## src/rtl/tma_pkg.sv

```systemverilog
package tma_pkg;
  typedef enum logic [1:0] {
    CMD_RD  = 2'b00,
    CMD_WR  = 2'b01,
    CMD_LMR = 2'b10,
    CMD_RSV = 2'b11
  } cmd_e;

  localparam int unsigned N_SRC  = 2;
  localparam int unsigned SRC_SW = 0;
  localparam int unsigned SRC_HW = 1;
endpackage

```

## src/rtl/tma_rr_pick.sv

```systemverilog
module tma_rr_pick (
  input  logic       clk_i,
  input  logic       rst_ni,
  input  logic [1:0] elig_i,
  input  logic       adv_i,
  output logic [1:0] pick_o
);
  // 1: hardware granted last, so software wins the first tie
  logic last_hw_q;

  always_comb begin
    pick_o = 2'b00;
    if (elig_i == 2'b11) pick_o = last_hw_q ? 2'b01 : 2'b10;
    else                 pick_o = elig_i;
  end

  always_ff @(posedge clk_i or negedge rst_ni) begin
    if (!rst_ni)                 last_hw_q <= 1'b1;
    else if (adv_i && |pick_o)   last_hw_q <= pick_o[1];
  end

  assert_one_pick_R8: assert property (@(posedge clk_i) disable iff (!rst_ni)
    $onehot0(pick_o));

  assert_rr_alternate_R8: assert property (@(posedge clk_i) disable iff (!rst_ni)
    (elig_i == 2'b11 && adv_i) |=> (elig_i == 2'b11) |-> (pick_o != $past(pick_o)));
endmodule

```

## src/rtl/tma_rd_credit.sv

```systemverilog
module tma_rd_credit #(
  parameter int unsigned MAX_RD = 2
) (
  input  logic clk_i,
  input  logic rst_ni,
  input  logic take_i,
  input  logic give_i,
  output logic ok_o
);
  localparam int unsigned CW = $clog2(MAX_RD + 1);

  logic [CW-1:0] cnt_q;

  assign ok_o = cnt_q < CW'(MAX_RD);

  always_ff @(posedge clk_i or negedge rst_ni) begin
    if (!rst_ni) cnt_q <= '0;
    else if (take_i && !give_i) cnt_q <= cnt_q + 1'b1;
    else if (give_i && !take_i && cnt_q != '0) cnt_q <= cnt_q - 1'b1;
  end

  assert_no_overflow_R10: assert property (@(posedge clk_i) disable iff (!rst_ni)
    (take_i && !give_i) |-> (cnt_q < CW'(MAX_RD)));

  assert_within_limit_R10: assert property (@(posedge clk_i) disable iff (!rst_ni)
    cnt_q <= CW'(MAX_RD));
endmodule

```

## src/rtl/tma_burst_lock.sv

```systemverilog
module tma_burst_lock #(
  parameter int unsigned BURST_LEN = 4
) (
  input  logic clk_i,
  input  logic rst_ni,
  input  logic start_i,
  input  logic owner_i,
  output logic busy_o,
  output logic owner_o
);
  generate
    if (BURST_LEN > 1) begin : g_lock
      localparam int unsigned BW = $clog2(BURST_LEN);
      logic [BW-1:0] left_q;
      logic          own_q;

      always_ff @(posedge clk_i or negedge rst_ni) begin
        if (!rst_ni) begin
          left_q <= '0;
          own_q  <= 1'b0;
        end else if (start_i) begin
          left_q <= BW'(BURST_LEN - 1);
          own_q  <= owner_i;
        end else if (left_q != '0) begin
          left_q <= left_q - 1'b1;
        end
      end

      assign busy_o  = left_q != '0;
      assign owner_o = own_q;

      assert_lock_no_restart_R7: assert property (@(posedge clk_i) disable iff (!rst_ni)
        busy_o |-> !start_i);

      assert_lock_owner_stable_R7: assert property (@(posedge clk_i) disable iff (!rst_ni)
        (busy_o && $past(busy_o)) |-> $stable(owner_o));
    end else begin : g_nolock
      assign busy_o  = 1'b0;
      assign owner_o = owner_i;
    end
  endgenerate
endmodule

```

## src/rtl/tagged_mem_arbiter.sv

```systemverilog
module tagged_mem_arbiter
  import tma_pkg::*;
#(
  parameter int unsigned AW        = 16,
  parameter int unsigned DW        = 32,
  parameter int unsigned TAG_W     = 2,
  parameter int unsigned BURST_LEN = 4,
  parameter int unsigned MAX_RD    = 2,
  parameter int unsigned SW_TAG    = 0,
  parameter int unsigned HW_TAG    = 1
) (
  input  logic             clk_i,
  input  logic             rst_ni,
  input  logic             sw_req_i,
  input  logic [1:0]       sw_cmd_i,
  input  logic [AW-1:0]    sw_addr_i,
  input  logic [DW-1:0]    sw_wdata_i,
  output logic             sw_gnt_o,
  output logic             sw_rvalid_o,
  output logic [DW-1:0]    sw_rdata_o,
  input  logic             hw_req_i,
  input  logic             hw_we_i,
  input  logic [AW-1:0]    hw_addr_i,
  input  logic [DW-1:0]    hw_wdata_i,
  output logic             hw_gnt_o,
  output logic             hw_rvalid_o,
  output logic [DW-1:0]    hw_rdata_o,
  output logic             mc_valid_o,
  input  logic             mc_ready_i,
  output logic [1:0]       mc_cmd_o,
  output logic [AW-1:0]    mc_addr_o,
  output logic [TAG_W-1:0] mc_tag_o,
  output logic             mc_wbeat_o,
  output logic [DW-1:0]    mc_wdata_o,
  input  logic             mc_rvalid_i,
  input  logic             mc_rlast_i,
  input  logic [TAG_W-1:0] mc_rtag_i,
  input  logic [DW-1:0]    mc_rdata_i
);
  localparam logic [TAG_W-1:0] TAG_SW = TAG_W'(SW_TAG);
  localparam logic [TAG_W-1:0] TAG_HW = TAG_W'(HW_TAG);

  logic [N_SRC-1:0][TAG_W-1:0] tag_of;
  logic [N_SRC-1:0][1:0]       cmd_of;
  logic [N_SRC-1:0][AW-1:0]    addr_of;
  logic [N_SRC-1:0][DW-1:0]    wdata_of;
  logic [N_SRC-1:0]            req_of, cmd_ok, rd_ok, elig, pick, take, give, rtag_hit;
  logic                        busy, owner, sel, accept, start;

  assign tag_of   = {TAG_HW, TAG_SW};
  assign cmd_of   = {(hw_we_i ? CMD_WR : CMD_RD), sw_cmd_i};
  assign addr_of  = {hw_addr_i, sw_addr_i};
  assign wdata_of = {hw_wdata_i, sw_wdata_i};
  assign req_of   = {hw_req_i, sw_req_i};
  assign cmd_ok   = {1'b1, (sw_cmd_i != CMD_RSV)};

  generate
    for (genvar s = 0; s < N_SRC; s++) begin : g_src
      assign elig[s]     = req_of[s] && cmd_ok[s] && !busy && (cmd_of[s] != CMD_RD || rd_ok[s]);
      assign take[s]     = accept && pick[s] && cmd_of[s] == CMD_RD;
      assign rtag_hit[s] = mc_rvalid_i && mc_rtag_i == tag_of[s];
      assign give[s]     = rtag_hit[s] && mc_rlast_i;

      tma_rd_credit #(.MAX_RD(MAX_RD)) i_credit (
        .clk_i  (clk_i),
        .rst_ni (rst_ni),
        .take_i (take[s]),
        .give_i (give[s]),
        .ok_o   (rd_ok[s])
      );
    end
  endgenerate

  tma_rr_pick i_pick (
    .clk_i  (clk_i),
    .rst_ni (rst_ni),
    .elig_i (elig),
    .adv_i  (accept),
    .pick_o (pick)
  );

  assign sel        = pick[SRC_HW];
  assign mc_valid_o = |pick;
  assign accept     = mc_valid_o && mc_ready_i;
  assign start      = accept && cmd_of[sel] == CMD_WR;

  tma_burst_lock #(.BURST_LEN(BURST_LEN)) i_lock (
    .clk_i   (clk_i),
    .rst_ni  (rst_ni),
    .start_i (start),
    .owner_i (sel),
    .busy_o  (busy),
    .owner_o (owner)
  );

  assign mc_cmd_o   = mc_valid_o ? cmd_of[sel] : CMD_RD;
  assign mc_addr_o  = addr_of[sel];
  assign mc_tag_o   = busy ? tag_of[owner] : tag_of[sel];
  assign mc_wbeat_o = busy || start;
  assign mc_wdata_o = busy ? wdata_of[owner] : wdata_of[sel];

  assign sw_gnt_o = pick[SRC_SW] && mc_ready_i;
  assign hw_gnt_o = pick[SRC_HW] && mc_ready_i;

  assign sw_rvalid_o = rtag_hit[SRC_SW];
  assign hw_rvalid_o = rtag_hit[SRC_HW];
  assign sw_rdata_o  = mc_rdata_i;
  assign hw_rdata_o  = mc_rdata_i;

  assert_lock_quiet_R7: assert property (@(posedge clk_i) disable iff (!rst_ni)
    busy |-> (!mc_valid_o && !sw_gnt_o && !hw_gnt_o && mc_wbeat_o));

  assert_write_beat_R6: assert property (@(posedge clk_i) disable iff (!rst_ni)
    (accept && mc_cmd_o == CMD_WR) |-> mc_wbeat_o);

  assert_lmr_sw_only_R4: assert property (@(posedge clk_i) disable iff (!rst_ni)
    (mc_valid_o && mc_cmd_o == CMD_LMR) |-> (mc_tag_o == TAG_SW && !mc_wbeat_o));

  assert_rsv_blocked_R5: assert property (@(posedge clk_i) disable iff (!rst_ni)
    mc_valid_o |-> mc_cmd_o != CMD_RSV);

  assert_route_excl_R3: assert property (@(posedge clk_i) disable iff (!rst_ni)
    !(sw_rvalid_o && hw_rvalid_o));

  assert_no_grant_stall_R11: assert property (@(posedge clk_i) disable iff (!rst_ni)
    !mc_ready_i |-> (!sw_gnt_o && !hw_gnt_o));
endmodule

```

## config.mk

```make
export PLATFORM = sky130hd
export DESIGN_NAME = tagged_mem_arbiter
export DESIGN_NICKNAME = d
export VERILOG_FILES = /design/src/rtl/tma_pkg.sv /design/src/rtl/tma_rr_pick.sv /design/src/rtl/tma_rd_credit.sv /design/src/rtl/tma_burst_lock.sv /design/src/rtl/tagged_mem_arbiter.sv
export SDC_FILE = /design/constraint.sdc
export NUM_CORES = 1
export LEC_CHECK = 0
export ABC_AREA = 1
export CAP_MARGIN = 25
export CORE_AREA = 2 2 101 103
export DETAILED_ROUTE_END_ITERATION = 7
export DIE_AREA = 0 0 103 105
export DONT_BUFFER_PORTS = 1
export PLACE_DENSITY = 0.35
export SYNTH_ARGS = -nofsm -noshare
export SYNTH_HDL_FRONTEND = slang
export SYNTH_SLANG_ARGS = --single-unit
```

## constraint.sdc

```tcl
create_clock -name clk_i -period 2.5 [get_ports clk_i]
set_clock_uncertainty 0.15 [all_clocks]
set_input_delay 0.25 -clock clk_i [delete_from_list [all_inputs] [get_ports clk_i]]
set_output_delay 0.25 -clock clk_i [all_outputs]
set_load 0.1 [all_outputs]
```

# --- Yosys cells after proc, flatten, opt, wreduce, memory -nomap -nowiden ---
# Index checks and enable logic that the tools add are counted.
classes:
  n_addsub: 5
  magnitude_cmp: 4
  n_eq_ne: 4
  muxes: 24
  n_reduce_logical: 44
op_table:
  columns: ["operator", "count"]
  rows:
  - ["2-to-1 mux 32 bit", 5]
  - ["2-to-1 mux 16 bit", 2]
  - ["2-to-1 mux 2 bit", 14]
  - ["logical AND 1 bit", 24]
  - ["nonzero test 2 bit", 8]
  - ["logical NOT 2 bit", 3]
  - ["subtractor 2 x 1 -> 2 bit (second input constant)", 3]
  - ["logical NOT 1 bit", 5]
  - ["adder 2 x 1 -> 2 bit (second input constant)", 2]
  - ["equality test 2 x 1 -> 1 bit (second input constant)", 2]
  - ["< comparator 1 x 2 -> 1 bit (second input constant)", 2]
  - ["< comparator 2 bit (second input constant)", 2]
  - ["logical OR 1 bit", 3]
  - ["2-to-1 mux 1 bit", 3]
  - ["equality test 2 bit (second input constant)", 1]
  - ["!= test 2 bit (second input constant)", 1]
  - ["OR reduction 2 bit", 1]
word_totals:
  register_bits: 8
  input_bits: 140
  output_inout_bits: 122
  wordCells: 86

# --- Depth between registers and ports, before layout ---
# Gate-level depths: netlist of the first run.
depth:
  depth_word: 15
  mapped_depth: 12
  depth_no_buf: 12

# --- Modules after synthesis ---
# From an unflattened synthesis of the first run, not the netlist that was laid out.
unflattened:
  cells_unflattened: 325
  hier_area_um2: 1793.0
modules_own_cells:
  columns: ["module", "instances", "cells_per_inst", "area_per_inst_um2", "seq_area_each_um2"]
  rows:
  - ["tagged_mem_arbiter", 1, 259, 1338.8, 0.0]
  - ["tma_rd_credit", 2, 20, 125.1, 50.0]
  - ["tma_burst_lock", 1, 18, 142.6, 75.1]
  - ["tma_rr_pick", 1, 8, 61.3, 26.3]

# --- Least setup slack after synthesis of the first run ---
# No wires, ideal clock.
synth_timing:
  kind: "register -> output"
  start: "register i_lock.g_lock.left_q[0]"
  end: "output mc_wdata_o[0]"
  arrival_ns: 3.420
  t_required_ns: 2.100
  slack_ns: -1.320
  stages_incl_launch_ff: 10
  n_path_buf: 1
  path_cell_list: "dfrtp_1 inv_1 ha_1 nand2_1 a21oi_4 nand2_4 inv_2 buf_2 o21ai_0 o21ai_0"
synth_via:
  elab_chain_len: 9
  word_cells_on_any_way: 11
  classes_between: "eq/ne: 1; mux: 4; reduce/logical: 6"
synth_rtl:
  columns: ["item", "line_no", "rtl"]
  rows:
  - ["from (decl)", "tma_burst_lock.sv:14", "logic [BW-1:0] left_q;"]
  - ["from (signal assigned)", "tma_burst_lock.sv:22", "left_q <= BW'(BURST_LEN - 1);"]
  - ["from (signal assigned)", "tma_burst_lock.sv:25", "left_q <= left_q - 1'b1;"]
  - ["nonzero test 2 bit (*)", "tma_burst_lock.sv:29", "assign busy_o = left_q != '0;"]
  - ["logical NOT 1 bit", "tagged_mem_arbiter.sv:59", "assign elig[s] = req_of[s] && cmd_ok[s] && !busy && (cmd_of[s] != CMD_RD || rd_ok[s]);"]
  - ["logical AND 1 bit (2 in a row)", "tagged_mem_arbiter.sv:59", null]
  - ["equality test 2 bit", "tma_rr_pick.sv:13", "if (elig_i == 2'b11) pick_o = last_hw_q ? 2'b01 : 2'b10;"]
  - ["2-to-1 mux 2 bit", "tma_rr_pick.sv:13", null]
  - ["2-to-1 mux 32 bit (not written as such) (2 in a row)", "tagged_mem_arbiter.sv:100", "assign mc_wdata_o = busy ? wdata_of[owner] : wdata_of[sel];"]
  - ["2-to-1 mux 32 bit (*)", "tagged_mem_arbiter.sv:100", null]
  - ["to (decl)", "tagged_mem_arbiter.sv:34", "output logic [DW-1:0] mc_wdata_o,"]
# Mark *: on every way between the ends. The rest lies on a longest branch, timed or not. The select of a mux whose other input is x is not followed.

# --- Final worst setup path of the first run ---
layout_timing:
  start: "register i_lock.g_lock.left_q[0]"
  end: "output mc_addr_o[9]"
layout_via:
  elab_chain_len: 8
  word_cells_on_any_way: 10
  classes_between: "eq/ne: 1; mux: 3; reduce/logical: 6"
layout_rtl:
  columns: ["item", "line_no", "rtl"]
  rows:
  - ["nonzero test 2 bit (*)", "tma_burst_lock.sv:29", null]
  - ["logical NOT 1 bit (*)", "tagged_mem_arbiter.sv:59", null]
  - ["logical AND 1 bit (2 in a row)", "tagged_mem_arbiter.sv:59", null]
  - ["equality test 2 bit", "tma_rr_pick.sv:13", null]
  - ["2-to-1 mux 2 bit (*)", "tma_rr_pick.sv:13", null]
  - ["2-to-1 mux 16 bit (not written as such) (*) (2 in a row)", "tagged_mem_arbiter.sv:97", "assign mc_addr_o = addr_of[sel];"]
  - ["to (decl)", "tagged_mem_arbiter.sv:31", "output logic [AW-1:0] mc_addr_o,"]
# Marks and branches as above.

==> results of run 1 <==
placed cells by master (no fill, tap or decap):
cell and count:
nand2_1 65, buf_12 57, inv_1 44, o21ai_0 40, o21ai_4 35, nor2_1 34
a21oi_1 34, o21ai_2 24, nand2_2 17, buf_4 13, nand3_1 6, dfrtp_1 6
nor2_2 4, nand4_1 4, clkbuf_8 4, clkbuf_16 3, inv_2 2, ha_4 2
buf_6 2, nor2_4 1, nand3_4 1, a21oi_4 1, nand2_8 1, clkinv_8 1
o21ai_1 1, clkinvlp_4 1, nor3b_4 1, a21oi_2 1, nand3_2 1, o22ai_1 1
conb_1 1, clkbuf_1 1, bufbuf_16 1, inv_6 1, nand2_4 1, dlygate4sd3_1 1
dfrtp_2 1, dfstp_2 1
metrics by stage:
step                      utilization, %  hold WS (ns)  instances  setup WS, ns
after floorplan                        -        -0.196        420        -0.569
after global placement              35.4        -0.195        530         0.144
after detailed placement            35.4        -0.195        530        0.0836
after CTS                           36.5        0.0931        537       -0.0207
after global routing                40.4         0.105        548       -0.0477
final                               40.4        0.0959        548        0.0614
metal layers:
layer	vias to the layer above	wire (um)	global-route usage [%]
met1	1170	3210	15.6
met4	0	135	3.57
met2	128	4190	24.6
met5	-	0	0
met3	16	981	4.01
li1	1274	-	-
kinds of logic (layout without fill, tap and decap cells):
kind of cell    after synthesis  after routing  share of synthesized area [%]
compound gates              137            137                           30.9
fa+ha+maj                     2              2                           1.11
other cells                   1              1                          0.166
buf+inv                     137            131                           34.7
flops                         8              8                           8.93
simple gates                135            136                           24.2
cell type report:
type	count	area [sq um]
Timing Repair Buffer	78	1390
Clock buffer	4	45.0
Tap cell	133	166
Timing Repair inverter	1	8.76
Fill cell	994	5740
Multi-Input combinational cell	276	1890
Sequential cell	8	203
Inverter	48	196
critical path: cells and delay by family, from the launching register on:
kind	cells	cell delay, ns
flops	1	0.39
buf+inv	4	0.66
fa+ha+maj	1	0.15
compound gates	1	0.25
simple gates	4	0.34
worst max path at each step:
stage,from,to,cells past startpoint
final,i_lock.g_lock.left_q[0],mc_addr_o[9],10
after global routing,i_lock.g_lock.left_q[0],mc_addr_o[3],11
after CTS,i_lock.g_lock.left_q[0],mc_wdata_o[21],6
after detailed placement,i_lock.g_lock.left_q[0],mc_wdata_o[24],11
after global placement,i_lock.g_lock.left_q[0],mc_wdata_o[22],11
after floorplan,i_lock.g_lock.left_q[0],mc_wdata_o[0],9
flip-flops by register name, summed over array words and instances, names as in the netlist:
signal                count
g_src.i_credit.cnt_q      4
i_lock.g_lock.left_q      2
i_lock.owner_o            1
i_pick.last_hw_q          1
repair_timing:
item                                    CTS  global route
hold buffers                              1             0
buffers inserted                          1             6
pin swaps                                 1             8
cloned                                    1             5
hold endpoints to repair                  8             0
endpoints found under the setup margin   28            51
gates resized for setup                  28            61
==> results.yml, run 1 <==
setup_path:
  cp.required_ns: 2.10
  regToRegSetupSlack_ns: 0.46
  crit_chain: "inv_2 > ha_4 > nand2_2 > a21oi_4 > nand2_8 > clkinv_8 > bufbuf_16 > nand2_1 > nand2_1 > buf_12"
  crit_top_cell: "nand2_1"
  timing.rr.start: "i_lock.g_lock.left_q[0]"
  r2r_cells: 10
  path_max_fanout: 14
  critPathKind: "flip-flop to output pin"
  critPathLaunchType: "flip-flop"
  cp_slowest_stage_delay_ns: 0.39
  crit_arrival_ns: 2.04
  crit_slowest_cell: "dfrtp_1"
  cp-end-kind: "output pin"
  timing.rr.end: "g_src[1].i_credit.cnt_q[0]"
finish:
  design_area_sq_um: 3900
  fin_nets: 558
  drive_above_1_share_pct: 42.7
  insertedDiodeCount: 0
  syn2layout_area_growth_pct: 72.8
clock_network:
  htreeDepth: 1
  cts_sinks: 8
  cts_inserted_buffers: 3
  clk_pin_slew_ns: 0.05
  clockBufferDepth: 2
  cts-root-buf: "clkbuf_8"
  clkLatencyLatePin_ns: 0.23
  cts_tree: "done"
die:
  die_h_um: 105
  die-width_um: 103
  io_pins: 262
  dieArea_sq_um: 10800
  core_area_sq_um: 9640
  start_util_pct: 23.4
  rows: 36
yosys:
  synth_area_sq_um: 2260
  ys_seq_area_share_pct: 8.93
  ys_async_sr_fraction_pct: 100
  synth.most_common_cell: "o21ai_0"
  syn_nets: 562
  yosys.area.top_type: "buf_4"
  synth_area_per_cell_sq_um: 5.37
  yosys_register_bits: 8
  netlist_instances: 420
  ys_types: 24
  yosys_warnings: 0
  synth_top_area_share_pct: 21.6
  netlist_top_cells_count: "o21ai_0, nand2_1, buf_4"
  synthFlopType: "dfrtp_1"
  synthTopCellsByArea: "buf_4, o21ai_0, nand2_1"
  synth_edf_count: 0
grt:
  grt_antenna_before_repair: 0
  globalRoute.totalOverflow: 0
  grt_pass1_wl_um: 12100
  grt_max_degree: 65
  grt.total_usage_pct: 13.7
  grt_pass1_vias: 2487
timing:
  fin_crit_ns: 2.44
  setup_viol: 0
  timing.slew.headroom_pct: 64.4
  fmax_mhz: 410
  period_share_pct: 97.5
  hold_viol: 0
  maxSlewViolCount: 0
  tightest_slew_ns: 0.534
  rsz0062_at_grt: "yes"
  setup_tns_ns: 0
drt:
  wl_per_cell_um: 15.5
  firstDrtPassIters: 4
  vias_per_cell: 4.72
  drc: 0
  antenna_left: 0
  dr.first_iter.drc_count: 54
  drt_wl_total_um: 8510
  num_vias: 2588
worst_hold_path:
  min_to: "g_src[0].i_credit.cnt_q[1]"
  holdPathStages: 2
  hold_path_class: "input port to flip-flop"
  holdCritStartpoint: "mc_ready_i"
place:
  place_area_sq_um: 3410
  post-dp-hpwl_um: 6160
  gp_congestion: 0.729
  port_buffers: 0
run:
  drv_cap: 0
status:
  status: "complete, no violations"
Power of run 1 is left out: the tool's default activity adds up to more than one toggle a clock period on the data nets, which glitch-free logic cannot reach.
==> run 2: changes to the inputs <==
--- a/config.mk
+++ b/config.mk
@@ -12,6 +12,7 @@
 export DIE_AREA = 0 0 103 105
 export DONT_BUFFER_PORTS = 1
 export PLACE_DENSITY = 0.35
+export RECOVER_POWER = 100
 export SYNTH_ARGS = -nofsm -noshare
 export SYNTH_HDL_FRONTEND = slang
 export SYNTH_SLANG_ARGS = --single-unit
==> run 2 against run 1 <==
  * Core utilization is 0.078 points lower
  * Count of clock-buffer cells in the layout did not move
  * Sequential share of layout area about the same
  * Final cell count stayed put
  * Via count is essentially flat
  * Critical path type unchanged
==> results.yml, run 2 (synthesized netlist as in run 1, its figures left out) <==
status:
  status: "complete, no violations"
timing:
  maxSlewViolCount: 0
  fmax_mhz: 410
  timing.slew.headroom_pct: 20.5
  rsz0062_at_grt: "yes"
  setup_slack_ns: 0.0614
  setup_viol: 0
  fin_crit_ns: 2.44
  hold_viol: 0
  period_share_pct: 97.5
  tightest_slew_ns: 1.19
setup_path:
  timing.rr.start: "i_lock.g_lock.left_q[0]"
  crit_top_cell: "nand2_1"
  critPathLaunchType: "flip-flop"
  timing.rr.end: "g_src[1].i_credit.cnt_q[0]"
  path_max_fanout: 14
  cp.required_ns: 2.10
  regToRegSetupSlack_ns: 0.46
  critPathKind: "flip-flop to output pin"
  crit_slowest_cell: "dfrtp_1"
  r2r_cells: 10
  crit_chain: "inv_2 > ha_4 > nand2_2 > a21oi_4 > nand2_8 > clkinv_8 > bufbuf_16 > nand2_1 > nand2_1 > buf_12"
  cp_top_family: "buffers and inverters"
  crit_arrival_ns: 2.04
  worstPathBufferInverterCount: 4
  setup.worst_path.start: "i_lock.g_lock.left_q[0]"
  cp-end-kind: "output pin"
  cp_slowest_stage_delay_ns: 0.39
drt:
  wl_met2_um: 4190
  num_vias: 2587
  dr.first_iter.drc_count: 57
  highest_layer: "met4"
  wl_met3_um: 981
  wl_per_cell_um: 15.5
  firstDrtPassIters: 4
  wl_met1_um: 3210
  vias_per_cell: 4.72
  drt_wl_total_um: 8520
  drc: 0
  antenna_left: 0
die:
  rows: 36
  dieArea_sq_um: 10800
  core_area_sq_um: 9640
  die_h_um: 105
  start_util_pct: 23.4
  io_pins: 262
  die-width_um: 103
place:
  port_buffers: 0
  dp_cells: 530
  gp_congestion: 0.729
  pre_cts_slack_ns: 0.0836
  place_area_sq_um: 3410
  post-dp-hpwl_um: 6160
grt:
  grt_max_degree: 65
  grt_pass1_wl_um: 12100
  grt.total_usage_pct: 13.7
  globalRoute.totalOverflow: 0
  grt_antenna_before_repair: 0
  grt_pass1_vias: 2487
worst_hold_path:
  min_to: "g_src[0].i_credit.cnt_q[1]"
  hold_path_class: "input port to flip-flop"
  holdPathStages: 2
  holdCritStartpoint: "mc_ready_i"
clock_network:
  cts_sinks: 8
  clkLatencyLatePin_ns: 0.24
  cts_inserted_buffers: 3
  cts_tree: "done"
  clockBufferDepth: 2
  cts-root-buf: "clkbuf_8"
  clk_pin_slew_ns: 0.05
  htreeDepth: 1
finish:
  mostFrequentLayoutCells: "nand2_1, buf_12, inv_1"
  post-route-util_pct: 40.4
  drive_above_1_share_pct: 42.2
  layout_commonest_cell: "nand2_1"
  design_area_sq_um: 3890
  stdcell_count: 548
  fin_nets: 558
  insertedDiodeCount: 0
  largest_reg_flops: 4
  fillers: 996
  syn2layout_area_growth_pct: 72.5
  largestRegisters: "g_src.i_credit.cnt_q: 4 flops, i_lock.g_lock.left_q: 2 flops"
  top_register: "g_src.i_credit.cnt_q"
run:
  drv_cap: 0
-- run 2: changes by cell type in the layout (fill, tap and decap cells not counted), sizes merged --
cell and delta:
buf -2, clkbuf +2
-- run 2: per-stage QoR --
stage	setup TNS [ns]	hold slack (ns)
floorplan	-2.05	-0.196
global placement	0	-0.195
detailed placement	0	-0.195
CTS	-0.176	0.0931
global route	-0.996	0.105
finish	0	0.0957
-- run 2: what timing repair did --
action                                 in CTS  in global routing
gates cloned                                1                  5
endpoints found under the hold margin       8                  0
pin swaps                                   1                  8
setup buffers                               1                  6
setup endpoints to repair                  28                 51
hold buffers                                1                  0
resized for setup                          28                 61
-- run 2: cell type report --
cell class	count	area [sq um]	area share, %
clock buffers	4	45.0	1.16
repair buffers	78	1390	35.6
inverters	48	196	5.05
well taps	133	166	4.28
repair inverters	1	8.76	0.225
flip-flops and latches	8	203	5.21
multi-input cells	276	1890	48.5
-- run 2: worst max-delay path by stage --
| stage | cells past startpoint | endpoint |
|---|---|---|
| floorplan | 9 | mc_wdata_o[0] |
| global placement | 11 | mc_wdata_o[22] |
| detailed placement | 11 | mc_wdata_o[24] |
| CTS | 6 | mc_wdata_o[21] |
| global route | 11 | mc_addr_o[3] |
| finish | 10 | mc_addr_o[9] |
-- run 2: routing by layer --
metal / up-vias / global-route usage (%)
li1: 1274 / -
met1: 1169 / 15.6
met2: 128 / 24.6
met3: 16 / 4.01
met4: 0 / 3.57
met5: - / 0
-- run 2: worst register-to-register path, delay by kind of cell (launching register included) --
kind | cells | cell delay, ns
and+or+nand+nor | 6 | 0.70
DFF | 1 | 0.39
buffers and inverters | 2 | 0.28
AOI/OAI and AO/OA | 1 | 0.25
adders and majority gates | 1 | 0.15
Power of run 2 is left out for the same reason.
